--- config.mk ---
export PLATFORM = sky130hd
export DESIGN_NAME = cfg_access_gen
export DESIGN_NICKNAME = d
export VERILOG_FILES = /design/src/rtl/cfg_pkg.sv /design/src/rtl/cfg_addr_reg.sv /design/src/rtl/cfg_lane_map.sv /design/src/rtl/cfg_router.sv /design/src/rtl/cfg_access_gen.sv
export SDC_FILE = /design/constraint.sdc
export NUM_CORES = 1
export LEC_CHECK = 0
export BUFFER_PORTS_ARGS = -buffer_cell sky130_fd_sc_hd__buf_2
export CORE_MARGIN = 10
export CORE_UTILIZATION = 26
export CTS_BUF_LIST = sky130_fd_sc_hd__clkbuf_16
export CTS_CLUSTER_SIZE = 25
export DETAILED_ROUTE_END_ITERATION = 8
export SLEW_MARGIN = 20
export SYNTH_ARGS = -nofsm -noshare
export SYNTH_HDL_FRONTEND = slang
export SYNTH_SLANG_ARGS = --single-unit
--- constraint.sdc ---
create_clock -name clk -period 11.2 [get_ports clk]
set_input_delay 0.56 -clock clk [delete_from_list [all_inputs] [get_ports clk]]
set_output_delay 0.56 -clock clk [all_outputs]
set_load 0.03 [all_outputs]
--- src/rtl/cfg_pkg.sv ---
package cfg_pkg;
  localparam int BUS_W    = 8;
  localparam int DEV_W    = 5;
  localparam int FN_W     = 3;
  localparam int OFF_W    = 12;
  localparam int REG_W    = OFF_W - 2;
  localparam int IO_REG_W = 6;
  localparam int DATA_W   = 32;
  localparam int BE_W     = DATA_W / 8;
  localparam int LANE_W   = $clog2(BE_W);
  localparam int MM_W     = BUS_W + DEV_W + FN_W + OFF_W;

  typedef enum logic [1:0] {SZ_BYTE = 2'd0, SZ_WORD = 2'd1, SZ_DWORD = 2'd2, SZ_BAD = 2'd3} size_e;
  typedef enum logic [1:0] {RT_TYPE0 = 2'd0, RT_TYPE1 = 2'd1, RT_LOCAL = 2'd2} route_e;
  typedef enum logic [1:0] {ST_IDLE = 2'd0, ST_ISSUE = 2'd1, ST_WAIT = 2'd2} state_e;
  typedef enum logic [2:0] {ACT_ADDR_WR, ACT_ADDR_RD, ACT_REJECT, ACT_DISABLED, ACT_CFG} act_e;
endpackage

--- src/rtl/cfg_addr_reg.sv ---
module cfg_addr_reg
  import cfg_pkg::*;
(
  input  logic                clk,
  input  logic                rst_n,
  input  logic                wr_en,
  input  logic                wr_full,
  input  logic [DATA_W-1:0]   wr_data,
  output logic                en,
  output logic [BUS_W-1:0]    bus,
  output logic [DEV_W-1:0]    dev,
  output logic [FN_W-1:0]     fn,
  output logic [IO_REG_W-1:0] dw,
  output logic [DATA_W-1:0]   rd_value
);
  localparam int BUS_LO = 16;
  localparam int DEV_LO = 11;
  localparam int FN_LO  = 8;
  localparam int DW_LO  = 2;

  logic                en_q, en_d;
  logic [BUS_W-1:0]    bus_q, bus_d;
  logic [DEV_W-1:0]    dev_q, dev_d;
  logic [FN_W-1:0]     fn_q, fn_d;
  logic [IO_REG_W-1:0] dw_q, dw_d;
  logic                load;

  assign load = wr_en && wr_full;

  always_comb begin
    en_d  = wr_data[DATA_W-1];
    bus_d = wr_data[BUS_LO +: BUS_W];
    dev_d = wr_data[DEV_LO +: DEV_W];
    fn_d  = wr_data[FN_LO +: FN_W];
    dw_d  = wr_data[DW_LO +: IO_REG_W];
  end

  always_ff @(posedge clk or negedge rst_n) begin
    if (!rst_n) begin
      en_q  <= 1'b0;
      bus_q <= '0;
      dev_q <= '0;
      fn_q  <= '0;
      dw_q  <= '0;
    end else if (load) begin
      en_q  <= en_d;
      bus_q <= bus_d;
      dev_q <= dev_d;
      fn_q  <= fn_d;
      dw_q  <= dw_d;
    end
  end

  always_comb begin
    rd_value = '0;
    rd_value[DATA_W-1]            = en_q;
    rd_value[BUS_LO +: BUS_W]     = bus_q;
    rd_value[DEV_LO +: DEV_W]     = dev_q;
    rd_value[FN_LO +: FN_W]       = fn_q;
    rd_value[DW_LO +: IO_REG_W]   = dw_q;
  end

  assign en  = en_q;
  assign bus = bus_q;
  assign dev = dev_q;
  assign fn  = fn_q;
  assign dw  = dw_q;

  // a narrow or misaligned write leaves the register as it was
  p_narrow_hold_r4: assert property (@(posedge clk) disable iff (!rst_n)
    wr_en && !wr_full |=> $stable(rd_value));
  // a full write reads back with reserved bits cleared
  p_full_load_r4: assert property (@(posedge clk) disable iff (!rst_n)
    wr_en && wr_full |=> rd_value == ($past(wr_data) & 32'h80FF_FFFC));
endmodule

--- src/rtl/cfg_lane_map.sv ---
module cfg_lane_map
  import cfg_pkg::*;
(
  input  logic [1:0]        size,
  input  logic [LANE_W-1:0] lo,
  input  logic [DATA_W-1:0] host_wdata,
  input  logic [DATA_W-1:0] link_rdata,
  output logic              legal,
  output logic [BE_W-1:0]   be,
  output logic [DATA_W-1:0] link_wdata,
  output logic [DATA_W-1:0] host_rdata
);
  localparam int CNT_W = LANE_W + 1;

  logic [CNT_W-1:0]  nbytes;
  logic [CNT_W-1:0]  start;
  logic [CNT_W-1:0]  span;
  logic [DATA_W-1:0] shifted;
  logic [BE_W-1:0]   keep;

  always_comb begin
    unique case (size_e'(size))
      SZ_BYTE:  nbytes = CNT_W'(1);
      SZ_WORD:  nbytes = CNT_W'(2);
      SZ_DWORD: nbytes = CNT_W'(BE_W);
      default:  nbytes = '0;
    endcase
  end

  assign start   = {1'b0, lo};
  assign span    = start + nbytes;
  assign legal   = (nbytes != '0) && (span <= CNT_W'(BE_W));
  assign link_wdata = host_wdata << {lo, 3'b000};
  assign shifted    = link_rdata >> {lo, 3'b000};

  for (genvar g = 0; g < BE_W; g++) begin : g_lane
    assign be[g]   = legal && (start <= CNT_W'(g)) && (CNT_W'(g) < span);
    assign keep[g] = CNT_W'(g) < nbytes;
    assign host_rdata[8*g +: 8] = keep[g] ? shifted[8*g +: 8] : 8'h00;
  end
endmodule

--- src/rtl/cfg_router.sv ---
module cfg_router
  import cfg_pkg::*;
(
  input  logic [BUS_W-1:0] bus,
  input  logic [BUS_W-1:0] sec_bus,
  input  logic [BUS_W-1:0] sub_bus,
  output route_e           route
);
  logic in_range;

  assign in_range = (bus >= sec_bus) && (bus <= sub_bus);

  always_comb begin
    if (bus == '0)     route = RT_TYPE0;
    else if (in_range) route = RT_LOCAL;
    else               route = RT_TYPE1;
  end
endmodule

--- src/rtl/cfg_access_gen.sv ---
module cfg_access_gen
  import cfg_pkg::*;
#(
  parameter int EXT_OFF = 256
) (
  input  logic              clk,
  input  logic              rst_n,
  input  logic              req_valid,
  output logic              req_ready,
  input  logic              req_path,
  input  logic              req_write,
  input  logic [27:0]       req_addr,
  input  logic [1:0]        req_size,
  input  logic [31:0]       req_wdata,
  output logic              rsp_valid,
  output logic [31:0]       rsp_rdata,
  output logic              rsp_err,
  output logic              rsp_abort,
  input  logic [7:0]        sec_bus,
  input  logic [7:0]        sub_bus,
  output logic              dn_req_valid,
  input  logic              dn_req_ready,
  output logic              lb_req_valid,
  input  logic              lb_req_ready,
  output logic              cfg_type1,
  output logic              cfg_write,
  output logic [7:0]        cfg_bus,
  output logic [4:0]        cfg_dev,
  output logic [2:0]        cfg_fn,
  output logic [9:0]        cfg_reg,
  output logic [3:0]        cfg_be,
  output logic [31:0]       cfg_wdata,
  input  logic              dn_cpl_valid,
  input  logic              dn_cpl_ur,
  input  logic [31:0]       dn_cpl_data,
  input  logic              lb_cpl_valid,
  input  logic              lb_cpl_ur,
  input  logic [31:0]       lb_cpl_data
);
  localparam int OFF_LO  = 0;
  localparam int FN_LO   = OFF_LO + OFF_W;
  localparam int DEV_LO  = FN_LO + FN_W;
  localparam int BUS_LO  = DEV_LO + DEV_W;
  localparam int EXT_IDX = EXT_OFF / 4;
  localparam logic [DATA_W-1:0] ALL_ONES = '1;

  // address register
  logic                ar_en;
  logic [BUS_W-1:0]    ar_bus;
  logic [DEV_W-1:0]    ar_dev;
  logic [FN_W-1:0]     ar_fn;
  logic [IO_REG_W-1:0] ar_dw;
  logic [DATA_W-1:0]   ar_value;
  logic                ar_wr_en;
  logic                dword_aligned;

  // state
  state_e            state_q, state_d;
  logic              accept;
  act_e              act;

  // decode
  logic              io_addr_sel, io_data_sel, ext_off;
  logic [OFF_W-1:0]  mm_off;
  logic [BUS_W-1:0]  t_bus;
  logic [DEV_W-1:0]  t_dev;
  logic [FN_W-1:0]   t_fn;
  logic [REG_W-1:0]  t_reg;
  route_e            t_route;

  // lane mapping
  logic [1:0]        ln_size;
  logic [LANE_W-1:0] ln_lo;
  logic              ln_legal;
  logic [BE_W-1:0]   ln_be;
  logic [DATA_W-1:0] ln_wdata, ln_rdata, ln_link_rdata;

  // latched request
  logic              load;
  logic              type1_q, write_q, local_q;
  logic [BUS_W-1:0]  bus_q;
  logic [DEV_W-1:0]  dev_q;
  logic [FN_W-1:0]   fn_q;
  logic [REG_W-1:0]  reg_q;
  logic [BE_W-1:0]   be_q;
  logic [DATA_W-1:0] wdata_q;
  logic [1:0]        size_q;
  logic [LANE_W-1:0] lo_q;

  // completion and response
  logic              cpl_v, cpl_ur, sel_ready;
  logic              rsp_valid_q, rsp_valid_d;
  logic              rsp_err_q, rsp_err_d;
  logic              rsp_abort_q, rsp_abort_d;
  logic [DATA_W-1:0] rsp_rdata_q, rsp_rdata_d;

  assign accept        = req_valid && (state_q == ST_IDLE);
  assign dword_aligned = (size_e'(req_size) == SZ_DWORD) && (req_addr[1:0] == 2'b00);
  assign io_addr_sel   = !req_path && !req_addr[2];
  assign io_data_sel   = !req_path && req_addr[2];
  assign mm_off        = req_addr[OFF_LO +: OFF_W];
  assign ext_off       = mm_off >= OFF_W'(EXT_OFF);
  assign ar_wr_en      = accept && io_addr_sel && req_write;

  cfg_addr_reg u_addr (
    .clk      (clk),
    .rst_n    (rst_n),
    .wr_en    (ar_wr_en),
    .wr_full  (dword_aligned),
    .wr_data  (req_wdata),
    .en       (ar_en),
    .bus      (ar_bus),
    .dev      (ar_dev),
    .fn       (ar_fn),
    .dw       (ar_dw),
    .rd_value (ar_value)
  );

  // target fields from the chosen path
  always_comb begin
    if (req_path) begin
      t_bus = req_addr[BUS_LO +: BUS_W];
      t_dev = req_addr[DEV_LO +: DEV_W];
      t_fn  = req_addr[FN_LO +: FN_W];
      t_reg = mm_off[OFF_W-1:2];
    end else begin
      t_bus = ar_bus;
      t_dev = ar_dev;
      t_fn  = ar_fn;
      t_reg = REG_W'(ar_dw);
    end
  end

  cfg_router u_route (
    .bus     (t_bus),
    .sec_bus (sec_bus),
    .sub_bus (sub_bus),
    .route   (t_route)
  );

  assign ln_size       = (state_q == ST_IDLE) ? req_size : size_q;
  assign ln_lo         = (state_q == ST_IDLE) ? req_addr[LANE_W-1:0] : lo_q;
  assign ln_link_rdata = local_q ? lb_cpl_data : dn_cpl_data;

  cfg_lane_map u_lane (
    .size       (ln_size),
    .lo         (ln_lo),
    .host_wdata (req_wdata),
    .link_rdata (ln_link_rdata),
    .legal      (ln_legal),
    .be         (ln_be),
    .link_wdata (ln_wdata),
    .host_rdata (ln_rdata)
  );

  // access classification
  always_comb begin
    if (io_addr_sel) begin
      if (!dword_aligned)  act = ACT_REJECT;
      else if (req_write)  act = ACT_ADDR_WR;
      else                 act = ACT_ADDR_RD;
    end else if (io_data_sel) begin
      if (!ln_legal)       act = ACT_REJECT;
      else if (!ar_en)     act = ACT_DISABLED;
      else                 act = ACT_CFG;
    end else begin
      if (ext_off && !dword_aligned) act = ACT_REJECT;
      else if (!ln_legal)            act = ACT_REJECT;
      else                           act = ACT_CFG;
    end
  end

  assign load      = accept && (act == ACT_CFG);
  assign sel_ready = local_q ? lb_req_ready : dn_req_ready;
  assign cpl_v     = local_q ? lb_cpl_valid : dn_cpl_valid;
  assign cpl_ur    = local_q ? lb_cpl_ur : dn_cpl_ur;

  // next state and response
  always_comb begin
    state_d     = state_q;
    rsp_valid_d = 1'b0;
    rsp_err_d   = 1'b0;
    rsp_abort_d = 1'b0;
    rsp_rdata_d = '0;
    unique case (state_q)
      ST_IDLE: begin
        if (req_valid) begin
          unique case (act)
            ACT_ADDR_WR:  rsp_valid_d = 1'b1;
            ACT_ADDR_RD:  begin rsp_valid_d = 1'b1; rsp_rdata_d = ar_value; end
            ACT_REJECT:   begin rsp_valid_d = 1'b1; rsp_err_d = 1'b1; end
            ACT_DISABLED: begin rsp_valid_d = 1'b1; rsp_rdata_d = req_write ? '0 : ALL_ONES; end
            default:      state_d = ST_ISSUE;
          endcase
        end
      end
      ST_ISSUE: if (sel_ready) state_d = ST_WAIT;
      ST_WAIT: begin
        if (cpl_v) begin
          state_d     = ST_IDLE;
          rsp_valid_d = 1'b1;
          rsp_abort_d = cpl_ur;
          if (write_q)     rsp_rdata_d = '0;
          else if (cpl_ur) rsp_rdata_d = ALL_ONES;
          else             rsp_rdata_d = ln_rdata;
        end
      end
      default: state_d = ST_IDLE;
    endcase
  end

  always_ff @(posedge clk or negedge rst_n) begin
    if (!rst_n) begin
      state_q     <= ST_IDLE;
      rsp_valid_q <= 1'b0;
      rsp_err_q   <= 1'b0;
      rsp_abort_q <= 1'b0;
      rsp_rdata_q <= '0;
    end else begin
      state_q     <= state_d;
      rsp_valid_q <= rsp_valid_d;
      rsp_err_q   <= rsp_err_d;
      rsp_abort_q <= rsp_abort_d;
      rsp_rdata_q <= rsp_rdata_d;
    end
  end

  always_ff @(posedge clk or negedge rst_n) begin
    if (!rst_n) begin
      type1_q <= 1'b0;
      write_q <= 1'b0;
      local_q <= 1'b0;
      bus_q   <= '0;
      dev_q   <= '0;
      fn_q    <= '0;
      reg_q   <= '0;
      be_q    <= '0;
      wdata_q <= '0;
      size_q  <= '0;
      lo_q    <= '0;
    end else if (load) begin
      type1_q <= (t_route == RT_TYPE1);
      write_q <= req_write;
      local_q <= (t_route == RT_LOCAL);
      bus_q   <= t_bus;
      dev_q   <= t_dev;
      fn_q    <= t_fn;
      reg_q   <= t_reg;
      be_q    <= ln_be;
      wdata_q <= ln_wdata;
      size_q  <= req_size;
      lo_q    <= req_addr[LANE_W-1:0];
    end
  end

  assign req_ready    = (state_q == ST_IDLE);
  assign dn_req_valid = (state_q == ST_ISSUE) && !local_q;
  assign lb_req_valid = (state_q == ST_ISSUE) && local_q;
  assign cfg_type1    = type1_q;
  assign cfg_write    = write_q;
  assign cfg_bus      = bus_q;
  assign cfg_dev      = dev_q;
  assign cfg_fn       = fn_q;
  assign cfg_reg      = reg_q;
  assign cfg_be       = be_q;
  assign cfg_wdata    = wdata_q;
  assign rsp_valid    = rsp_valid_q;
  assign rsp_rdata    = rsp_rdata_q;
  assign rsp_err      = rsp_err_q;
  assign rsp_abort    = rsp_abort_q;

  p_bus0_type0_r1: assert property (@(posedge clk) disable iff (!rst_n)
    dn_req_valid && (cfg_bus == '0) |-> !cfg_type1);
  p_outside_type1_r2: assert property (@(posedge clk) disable iff (!rst_n)
    dn_req_valid && (cfg_bus != '0) |-> cfg_type1 && ((cfg_bus < sec_bus) || (cfg_bus > sub_bus)));
  p_local_range_r3: assert property (@(posedge clk) disable iff (!rst_n)
    lb_req_valid |-> (cfg_bus != '0) && (cfg_bus >= sec_bus) && (cfg_bus <= sub_bus));
  p_one_port_r3: assert property (@(posedge clk) disable iff (!rst_n)
    $onehot0({dn_req_valid, lb_req_valid}));
  p_be_present_r6: assert property (@(posedge clk) disable iff (!rst_n)
    (dn_req_valid || lb_req_valid) |-> cfg_be != '0);
  p_ext_dword_r8: assert property (@(posedge clk) disable iff (!rst_n)
    (dn_req_valid || lb_req_valid) && (cfg_reg >= REG_W'(EXT_IDX)) |-> cfg_be == '1);
  p_abort_pulse_r9: assert property (@(posedge clk) disable iff (!rst_n)
    rsp_abort |=> !rsp_abort);
  p_abort_valid_r9: assert property (@(posedge clk) disable iff (!rst_n)
    rsp_abort |-> rsp_valid);
  p_busy_r10: assert property (@(posedge clk) disable iff (!rst_n)
    (dn_req_valid || lb_req_valid) |-> !req_ready);
  p_hold_r10: assert property (@(posedge clk) disable iff (!rst_n)
    dn_req_valid && !dn_req_ready |=> dn_req_valid &&
      $stable({cfg_type1, cfg_write, cfg_bus, cfg_dev, cfg_fn, cfg_reg, cfg_be, cfg_wdata}));
  p_reject_clean_r12: assert property (@(posedge clk) disable iff (!rst_n)
    rsp_err |-> rsp_valid && !rsp_abort && (rsp_rdata == '0));
endmodule

==> impl_metrics.py <==
metrics = {
    "status": {
        "status": "completed",
    },
    "setup_path": {
        "timing.rr.end": "cfg_dev[3]$_DFFE_PN0P_",
        "path_max_fanout": 111,
        "critPathRequiredTime_ns": 11.45,
        "cp_num_buf_inv": 4,
        "timing_worst_setup_path_type": "flip-flop to flip-flop",
        "cp_slowest_cell": "buf_6",
        "rr_worst_depth": 12,
        "arrival_ns": 4.79,
        "r2r_setup_slack_ns": 6.67,
        "startpoint_type": "flip-flop",
        "crit_path_end_kind": "flip-flop",
        "cp_top_family": "buffers and inverters",
        "slowest_delay_ns": 0.60,
        "cp_cell_sequence": "nor2_4, mux2i_4, buf_4, inv_2, ha_1, inv_1, fa_1, nand2b_1, a21o_1, or4_4, buf_6, o21ai_0",
        "r2r-start": "state_q[0]$_DFFE_PN0P_",
    },
    "placement": {
        "pre_cts_ws_ns": 6.420,
        "place_area_um2": 8904,
        "post-dp-hpwl_um": 22260,
        "io_buffers": 254,
        "routabilityCongestion": 0.8487,
    },
    "global_routing": {
        "grt_antenna_before_repair": 13,
        "grt_max_degree": 112,
        "grt_overflow": 0,
        "grt_pass1_wl_um": 41430,
        "grt_pass1_vias": 6435,
        "grt.total_usage_pct": 15.42,
    },
    "sta": {
        "skew_ns": 0.01285,
        "slew_headroom_pct": 19.83,
        "maxSlewViolCount": 0,
        "rsz0062_at_grt": "false",
        "setup_viol": 0,
        "finalHoldViolations": 0,
        "period_share_pct": 40.48,
        "setup_ws_ns": 6.666,
        "fin_setup_tns_ns": 0,
        "tightest_slew_ns": 1.193,
        "max_freq_mhz": 220.5,
        "period_needed_ns": 4.534,
    },
    "synthesis": {
        "syn_area_um2": 7303,
        "synth.mux.area_fraction_pct": 20.78,
        "synth_top_area_share_pct": 44.20,
        "synth_area_leaders": "dfrtp_1 44%, mux2_2 10%, nand2_1 6.2%, mux4_2 5.2%, mux2i_1 5.2%",
        "syn_avg_cell_area_um2": 10.63,
        "synth_compound_area_share_pct": 13.67,
        "synthSimpleGateAreaFrac_pct": 12.80,
        "synth.distinct_cells": 60,
        "synth_top_family_by_area": "multiplexers",
        "synth_edf_count": 0,
        "synth_fa_ha_area_share_pct": 4.043,
        "synthFlopType": "dfrtp_1",
        "synth-seq-cells": 129,
        "netlist_instances": 687,
        "yosysSeqAreaShare_pct": 44.20,
        "yosys.area.top_type": "dfrtp_1",
        "async_reset_ff_share_pct": 100.0,
        "synthXorXnorAreaFrac_pct": 0.2398,
        "yosys_warnings": 0,
        "syn_nets": 863,
    },
    "detailed_routing": {
        "route.detailed.drc": 0,
        "avgViaCountPerCell": 4.801,
        "post_drt_wl_per_cell_um": 21.35,
        "drt_pass1_iterations": 5,
        "antenna_left": 0,
        "routed_wl_um": 28310,
        "first_iter_violations": 478,
        "via_count": 6366,
    },
    "clocking": {
        "postCtsSetupBuffers": 0,
        "cts_resized": 0,
        "cts_root_buffer": "clkbuf_16",
        "cts_buffers": 17,
        "clk_latency_ns": 0.42,
        "cts_tree": "done",
        "h-tree-depth": 4,
        "clock_sinks": 129,
        "hold_buffers": 0,
        "clk_path_buf_depth": 2,
        "clkSlewWorstSetupHoldPaths_ns": 0.06,
    },
    "cells_and_area": {
        "nets": 1100,
        "syn2layout_area_growth_pct": 30.67,
        "utilization_pct": 34.35,
        "drive_above_1_share_pct": 43.16,
        "finalInstanceArea_um2": 9543,
    },
    "power_and_ir_drop": {
        "peakVddDrop_mv": 0.1136,
        "leakagePower_uw": 0.004803,
        "p_per_area_nw_per_um2": 277.3,
    },
    "floorplan": {
        "io_pins": 255,
        "die-height_um": 187.6,
        "dieArea_um2": 35190,
        "core_area_um2": 27780,
        "rows": 61,
        "die_w_um": 187.6,
        "start_util_pct": 26.29,
    },
    "job": {
        "drv_cap": 0,
    },
    "hold_path": {
        "min-delay-path-class": "input pin to asynchronous set/reset pin",
    },
}
placed cells by master, fill, tap and decap left out, drive strengths merged, types with 2 or more instances in the layout:
master and instances:
a21o 2, a21oi 28, a221o 5, a221oi 12
a22oi 2, a31oi 4, a32oi 4, a41oi 3
and2 2, and3 4, buf 261, bufinv 4
clkbuf 17, clkinv 4, clkinvlp 3, dfrtp 129
diode 12, ha 22, inv 30, mux2 65
mux2i 39, mux4 17, nand2 120, nand2b 6
nand3 18, nand4 7, nor2 23, nor2b 5
nor3 5, nor4 3, o211ai 3, o21ai 50
o22ai 7, o31ai 11, or4 3, or4b 3
how the worst max path moves through the flow:
stage,startpoint,endpoint,depth (start not counted)
floorplan,state_q[1]$_DFFE_PN0P_,cfg_wdata[16]$_DFFE_PN0P_,16
global placement,state_q[1]$_DFFE_PN0P_,cfg_dev[1]$_DFFE_PN0P_,12
detailed placement,state_q[0]$_DFFE_PN0P_,cfg_dev[3]$_DFFE_PN0P_,12
CTS,state_q[0]$_DFFE_PN0P_,cfg_dev[3]$_DFFE_PN0P_,12
global route,state_q[1]$_DFFE_PN0P_,cfg_reg[8]$_DFFE_PN0P_,12
finish,state_q[0]$_DFFE_PN0P_,cfg_dev[3]$_DFFE_PN0P_,12
synthesized netlist by cell type, types with 6 or more instances:
| master | count |
|---|---|
| nand3_1 | 18 |
| o31ai_2 | 9 |
| a221oi_2 | 8 |
| nand4_1 | 7 |
| o21ai_0 | 40 |
| mux4_2 | 17 |
| clkbuf_1 | 16 |
| inv_1 | 25 |
| ha_1 | 22 |
| o22ai_1 | 7 |
| o21ai_1 | 9 |
| a21oi_1 | 28 |
| mux2_2 | 65 |
| nor2_1 | 22 |
| buf_2 | 21 |
| dfrtp_1 | 129 |
| nand2_1 | 120 |
| nand2b_1 | 6 |
| mux2i_1 | 38 |
layout make-up:
type,instances,area (µm²)
clock buffers,17,425.4
flip-flops and latches,129,3229
fillers,2900,18240
inverters,27,101.3
clock inverters,14,175.2
diodes,12,30.03
repair buffers,261,1334
well taps,378,473.0
multi-input cells,488,3775
through the flow:
stage	std cells	total power, µW	hold slack [ns]
6_report	1326	2646	0.2005
2_1_floorplan	687	1674	0.2644
4_1_cts	1314	2669	0.2330
3_5_place_dp	1283	2089	0.4536
3_3_place_gp	1283	2070	0.4454
5_1_grt	1321	2808	0.2561
cell families (layout without fill, tap and decap cells):
group	count (synthesis)	count (layout)
AOI/OAI and AO/OA	139	139
xor gates and xnor gates	2	2
adders and majority gates	23	23
buffers and inverters	70	319
DFF	129	129
muxes	121	121
other	0	12
and+or+nand+nor	203	203
per-layer routing:
layer	track usage, %	up-vias	routed length (µm)
li1	-	2991	-
met1	19.02	3122	12070
met2	23.96	217	13230
met3	6.085	32	2360
met4	5.385	4	617
met5	0	-	32
where the power goes:
part,switching [µW],internal [µW],total (µW)
clock network,207,367,573
registers,97.0,630,727
logic,902,444,1350
worst register-to-register path: cells and delay by family (launching register included):
| family | cells | cell delay (ns) |
|---|---|---|
| adder cells (fa/ha/maj) | 2 | 0.85 |
| flip-flops | 1 | 0.45 |
| multiplexers | 1 | 0.26 |
| buffers and inverters | 4 | 1.51 |
| AO/OA/AOI/OAI | 2 | 0.69 |
| AND/OR/NAND/NOR | 3 | 0.60 |
(Power assumes the default switching activity.)
